File: config.mk
export PLATFORM = sky130hd
export DESIGN_NAME = hazard_unit
export DESIGN_NICKNAME = d
export VERILOG_FILES = /design/src/rtl/hazard_pkg.sv /design/src/rtl/fwd_compare.sv /design/src/rtl/load_use_detect.sv /design/src/rtl/stall_ctrl.sv /design/src/rtl/hazard_unit.sv
export SDC_FILE = /design/constraint.sdc
export NUM_CORES = 1
export LEC_CHECK = 0
export BUFFER_PORTS_ARGS = -buffer_cell sky130_fd_sc_hd__buf_2
export CAP_MARGIN = 15
export CORE_MARGIN = 2
export CORE_UTILIZATION = 32
export DETAILED_ROUTE_END_ITERATION = 7
export PLACE_DENSITY = 0.84
export SKIP_LAST_GASP = 1
export SLEW_MARGIN = 25
export SYNTH_ARGS = -nofsm -noshare
export SYNTH_HDL_FRONTEND = slang
export SYNTH_SLANG_ARGS = --single-unit
export TNS_END_PERCENT = 10
File: constraint.sdc
create_clock -name vclk -period 1.5
set_clock_uncertainty 0.15 [all_clocks]
set_input_delay 0.075 -clock vclk [all_inputs]
set_output_delay 0.075 -clock vclk [all_outputs]
set_load 0.02 [all_outputs]
File: src/rtl/hazard_pkg.sv
package hazard_pkg;
  typedef enum logic [1:0] {
    FWD_RF  = 2'b00,
    FWD_WB  = 2'b01,
    FWD_MEM = 2'b10
  } fwd_sel_e;

  localparam int unsigned NUM_OPS = 2;
endpackage

File: src/rtl/fwd_compare.sv
module fwd_compare #(
  parameter int unsigned REG_W      = 5,
  parameter bit          ZERO_GUARD = 1'b1
) (
  input  logic             clk_i,
  input  logic             rst_ni,
  input  logic [REG_W-1:0] src_i,
  input  logic [REG_W-1:0] mem_rd_i,
  input  logic             mem_we_i,
  input  logic [REG_W-1:0] wb_rd_i,
  input  logic             wb_we_i,
  output logic [1:0]       sel_o
);
  import hazard_pkg::*;

  localparam logic [REG_W-1:0] ZERO_REG = '0;

  logic mem_ok, wb_ok;
  logic mem_hit, wb_hit;
  fwd_sel_e sel;

  generate
    if (ZERO_GUARD) begin : g_guard
      assign mem_ok = mem_we_i && (mem_rd_i != ZERO_REG);
      assign wb_ok  = wb_we_i  && (wb_rd_i  != ZERO_REG);
    end else begin : g_noguard
      assign mem_ok = mem_we_i;
      assign wb_ok  = wb_we_i;
    end
  endgenerate

  assign mem_hit = mem_ok && (mem_rd_i == src_i);
  assign wb_hit  = wb_ok  && (wb_rd_i  == src_i);

  // younger stage first
  always_comb begin
    if (mem_hit)     sel = FWD_MEM;
    else if (wb_hit) sel = FWD_WB;
    else             sel = FWD_RF;
  end

  assign sel_o = sel;

  assert_sel_legal_R1: assert property (@(posedge clk_i) disable iff (!rst_ni)
    sel_o != 2'b11);

  assert_mem_needs_write_R2: assert property (@(posedge clk_i) disable iff (!rst_ni)
    (sel_o == 2'b10) |-> (mem_we_i && mem_rd_i == src_i));

  assert_wb_needs_write_R3: assert property (@(posedge clk_i) disable iff (!rst_ni)
    (sel_o == 2'b01) |-> (wb_we_i && wb_rd_i == src_i));

  generate
    if (ZERO_GUARD) begin : g_zero_chk
      assert_no_zero_fwd_R5: assert property (@(posedge clk_i) disable iff (!rst_ni)
        (sel_o != 2'b00) |-> (src_i != '0));
    end
  endgenerate
endmodule

File: src/rtl/load_use_detect.sv
module load_use_detect #(
  parameter int unsigned REG_W = 5
) (
  input  logic             clk_i,
  input  logic             rst_ni,
  input  logic [REG_W-1:0] id_rs_i,
  input  logic [REG_W-1:0] id_rt_i,
  input  logic             ex_load_i,
  input  logic [REG_W-1:0] ex_dst_i,
  output logic             stall_o
);
  logic rs_dep, rt_dep;

  assign rs_dep  = (ex_dst_i == id_rs_i);
  assign rt_dep  = (ex_dst_i == id_rt_i);
  assign stall_o = ex_load_i && (rs_dep || rt_dep);

  assert_stall_needs_load_R9: assert property (@(posedge clk_i) disable iff (!rst_ni)
    stall_o |-> ex_load_i);

  assert_stall_needs_dep_R7: assert property (@(posedge clk_i) disable iff (!rst_ni)
    stall_o |-> (ex_dst_i == id_rs_i || ex_dst_i == id_rt_i));
endmodule

File: src/rtl/stall_ctrl.sv
module stall_ctrl #(
  parameter int unsigned CTRL_W = 9
) (
  input  logic              clk_i,
  input  logic              rst_ni,
  input  logic              stall_i,
  input  logic [CTRL_W-1:0] ctrl_i,
  output logic [CTRL_W-1:0] ctrl_o,
  output logic              pc_we_o,
  output logic              ifid_we_o,
  output logic              bubble_o
);
  assign ctrl_o    = stall_i ? '0 : ctrl_i;
  assign pc_we_o   = ~stall_i;
  assign ifid_we_o = ~stall_i;
  assign bubble_o  = stall_i;

  assert_bubble_freeze_R8: assert property (@(posedge clk_i) disable iff (!rst_ni)
    bubble_o |-> (!pc_we_o && !ifid_we_o && ctrl_o == '0));

  assert_pass_through_R8: assert property (@(posedge clk_i) disable iff (!rst_ni)
    !bubble_o |-> (pc_we_o && ifid_we_o && ctrl_o == ctrl_i));
endmodule

File: src/rtl/hazard_unit.sv
module hazard_unit #(
  parameter int unsigned REG_W      = 5,
  parameter int unsigned CTRL_W     = 9,
  parameter bit          ZERO_GUARD = 1'b1
) (
  input  logic              clk_i,
  input  logic              rst_ni,
  input  logic [REG_W-1:0]  id_rs_i,
  input  logic [REG_W-1:0]  id_rt_i,
  input  logic [REG_W-1:0]  ex_rs_i,
  input  logic [REG_W-1:0]  ex_rt_i,
  input  logic              ex_load_i,
  input  logic [REG_W-1:0]  ex_dst_i,
  input  logic [REG_W-1:0]  mem_rd_i,
  input  logic              mem_we_i,
  input  logic [REG_W-1:0]  wb_rd_i,
  input  logic              wb_we_i,
  input  logic [CTRL_W-1:0] ctrl_i,
  output logic [1:0]        fwd_a_o,
  output logic [1:0]        fwd_b_o,
  output logic              pc_we_o,
  output logic              ifid_we_o,
  output logic              bubble_o,
  output logic [CTRL_W-1:0] ctrl_o
);
  import hazard_pkg::*;

  logic [REG_W-1:0] src [NUM_OPS];
  logic [1:0]       sel [NUM_OPS];
  logic             stall;

  assign src[0] = ex_rs_i;
  assign src[1] = ex_rt_i;

  generate
    for (genvar i = 0; i < NUM_OPS; i++) begin : g_op
      fwd_compare #(
        .REG_W      (REG_W),
        .ZERO_GUARD (ZERO_GUARD)
      ) u_cmp (
        .clk_i    (clk_i),
        .rst_ni   (rst_ni),
        .src_i    (src[i]),
        .mem_rd_i (mem_rd_i),
        .mem_we_i (mem_we_i),
        .wb_rd_i  (wb_rd_i),
        .wb_we_i  (wb_we_i),
        .sel_o    (sel[i])
      );
    end
  endgenerate

  assign fwd_a_o = sel[0];
  assign fwd_b_o = sel[1];

  load_use_detect #(.REG_W(REG_W)) u_lud (
    .clk_i     (clk_i),
    .rst_ni    (rst_ni),
    .id_rs_i   (id_rs_i),
    .id_rt_i   (id_rt_i),
    .ex_load_i (ex_load_i),
    .ex_dst_i  (ex_dst_i),
    .stall_o   (stall)
  );

  stall_ctrl #(.CTRL_W(CTRL_W)) u_stc (
    .clk_i     (clk_i),
    .rst_ni    (rst_ni),
    .stall_i   (stall),
    .ctrl_i    (ctrl_i),
    .ctrl_o    (ctrl_o),
    .pc_we_o   (pc_we_o),
    .ifid_we_o (ifid_we_o),
    .bubble_o  (bubble_o)
  );

  // younger result must win when both stages target operand A
  assert_mem_priority_R4: assert property (@(posedge clk_i) disable iff (!rst_ni)
    (mem_we_i && mem_rd_i != '0 && mem_rd_i == ex_rs_i && wb_we_i && wb_rd_i == ex_rs_i)
      |-> (fwd_a_o == 2'b10));

  assert_enables_agree_R8: assert property (@(posedge clk_i) disable iff (!rst_ni)
    pc_we_o == ifid_we_o);

  // the bubble clears the load flag in the next cycle, so no second stall
  assert_single_stall_R9: assert property (@(posedge clk_i) disable iff (!rst_ni)
    ($past(bubble_o) && !ex_load_i) |-> !bubble_o);
endmodule

==> impl_metrics.yaml <==
route:
  drt_wl_total_um: 1599
  viasPerCell: 4.466
  drtAntennaViolNets: 0
  dr.pass1.iters: 2
  wl_per_cell_um: 10.95
  drc: 0
  vias: 652
  drt_iter0_markers: 2
run_status:
  outcome: "finished with violations"
  violations: "negative setup slack"
critical_path:
  worstPathArrival_ns: 1.37
  cp.buffers_inverters: 2
  cp-end-kind: "primary output"
  crit_chain: "buf_2 -> or4_1 -> o21ai_1 -> or4_1 -> nor4_2 -> buf_2"
  crit_family: "simple AND/OR/NAND/NOR gates"
  crit_path_start_kind: "primary input"
  crit_required_ns: 1.27
  cpPeakStageDelay_ns: 0.55
  worstSetupPathType: "primary input to primary output"
  crit_fanout: 3
  slowest_stage: "or4_1"
  startpoint: "wb_rd_i[4]"
pwr:
  power.leakage_nw: 0.4788
  power_frac_seq_pct: 0
  p_clk_share_pct: 0
  p_total_mw: 0.2632
  p_per_area_mw_per_mm2: 289.0
  combPwrFrac_pct: 100.0
  ir_drop_mv: 0.1628
  switchingPower_mw: 0.1257
  internal_power_mw: 0.1375
  switching_share_pct: 47.76
synth:
  synthCells: 60
  syn-num-nets: 109
  yosysWarnings: 0
  ys_types: 14
  ys_seq_area_share_pct: 0
  syn_area_per_cell_um2: 7.799
  synth_area_um2: 467.9
floorplan:
  start_util_pct: 35.08
  ios: 65
  fp-row-count: 13
  coreArea_mm2: 0.001334
  die_w_um: 42.24
  die-area_mm2: 0.001784
  die_height_um: 42.24
placement:
  port_buffers: 63
  gp_congestion: 0.9156
  place_inst: 145
  dpl.hpwl_um: 1496
finish:
  fillers: 109
  stdcell_count: 146
  nets: 182
  register_area_um2: 0
  syn_to_final_growth_pct: 94.65
  drive_above_1_share_pct: 61.83
  diodes: 0
  nClkBuffers: 0
  final_core_utilization_pct: 68.29
  seq_cell_count: 0
sta:
  rsz0062_at_grt: "true"
  period_minus_slack_ns: 1.592
  max_freq_mhz: 628.2
  finalHoldViolCount: 0
  max_slew_margin_pct: 69.70
  finalCritPeriodShare_pct: 106.1
  post-route-worst-setup-slack_ns: -0.09174
  setup_viol: 12
  worst_pin_slew_ns: 0.4504
  slew_viol_final: 0
worst_hold_path:
  min_from: "ctrl_i[5]"
  hold_depth: 3
  whs_endpoint: "ctrl_o[5]"
  hold_class: "primary input to primary output"
clock_network:
  cts_hold_buf: 0
global_routing:
  antenna_found_initial: 0
  grt_pass1_wl_um: 2580
  grt_overflow: 0
  grtUsageTotal_pct: 17.51
  grt_max_degree: 13
  first_global_vias: 626
run:
  drv_cap: 0
synthesized netlist by cell type:
library cell	number	area share [%]
nand3_1	2	2.1
clkbuf_1	1	0.80
nor4_2	2	5.3
xor2_1	22	41
or4_1	4	6.4
inv_1	1	0.80
buf_4	3	4.8
nor4_1	4	5.3
a32oi_1	1	1.9
and2_0	1	1.3
xnor2_1	8	15
and2_1	9	12
o21ai_2	1	1.9
o21ai_1	1	1.1
timing repair:
action | in CTS | in global routing
setup buffers | 1 | 0
pin swaps | 2 | 0
gates resized for setup | 6 | 2
endpoints found under the setup margin | 13 | 16
placed cells by master, fill, tap and decap left out, drive strengths merged:
cell type  netlist  final
a32oi            1      1
and2            10     10
inv              1      1
buf              3     75
xnor2            8      8
or4              4      4
nor4             6      6
nand3            2      2
o21ai            2      2
xor2            22     22
cell type report:
cell class	instances	area, µm²	area share, %
Tap cell	15	18.77	2.060
Multi-Input combinational cell	55	464.2	50.96
Timing Repair Buffer	75	424.2	46.57
Inverter	1	3.754	0.4121
kinds of logic (layout without fill, tap and decap cells):
group           count (synthesis)  after routing  share of synthesized area, %
compound gates                  3              3                         4.812
xor+xnor                       30             30                         56.15
buf+inv                         5             76                         6.415
simple gates                   22             22                         32.62
worst max path at each step:
stage	end	slack (ns)	depth (start not counted)
floorplan	fwd_b_o[0]	-0.06	4
global route	fwd_a_o[0]	-0.18	6
CTS	fwd_b_o[0]	-0.13	6
finish	fwd_a_o[0]	-0.09	6
global placement	fwd_b_o[0]	-0.09	6
detailed placement	fwd_b_o[0]	-0.18	6
routing by layer:
metal | vias up | GRT usage [%] | part of all wire [%]
met5 | - | 0 | 0
li1 | 347 | - | -
met3 | 2 | 0.8621 | 5.2
met1 | 281 | 21.27 | 37
met2 | 22 | 33.54 | 57
met4 | 0 | 3.125 | 0.88
through the flow:
step / worst slack (ns) / setup TNS (ns) / hold WS [ns] / area (µm²)
after floorplan: -0.06160 / -0.06160 / 0.1827 / 467.9
after global placement: -0.09467 / -0.5634 / 0.3224 / 858.3
after detailed placement: -0.1844 / -1.227 / 0.3242 / 858.3
after CTS: -0.1335 / -1.369 / 0.3268 / 897.1
after global routing: -0.1817 / -2.213 / 0.3418 / 910.9
final: -0.09174 / -0.6051 / 0.3228 / 910.9
power groups by stage:
stage / sequential, mW / combinational, mW / clock (mW)
2_1_floorplan: 0 / 0.114 / 0
3_5_place_dp: 0 / 0.248 / 0
6_report: 0 / 0.263 / 0
3_3_place_gp: 0 / 0.244 / 0
5_1_grt: 0 / 0.288 / 0
4_1_cts: 0 / 0.261 / 0
Note: power is estimated with default switching activity, not from simulation.
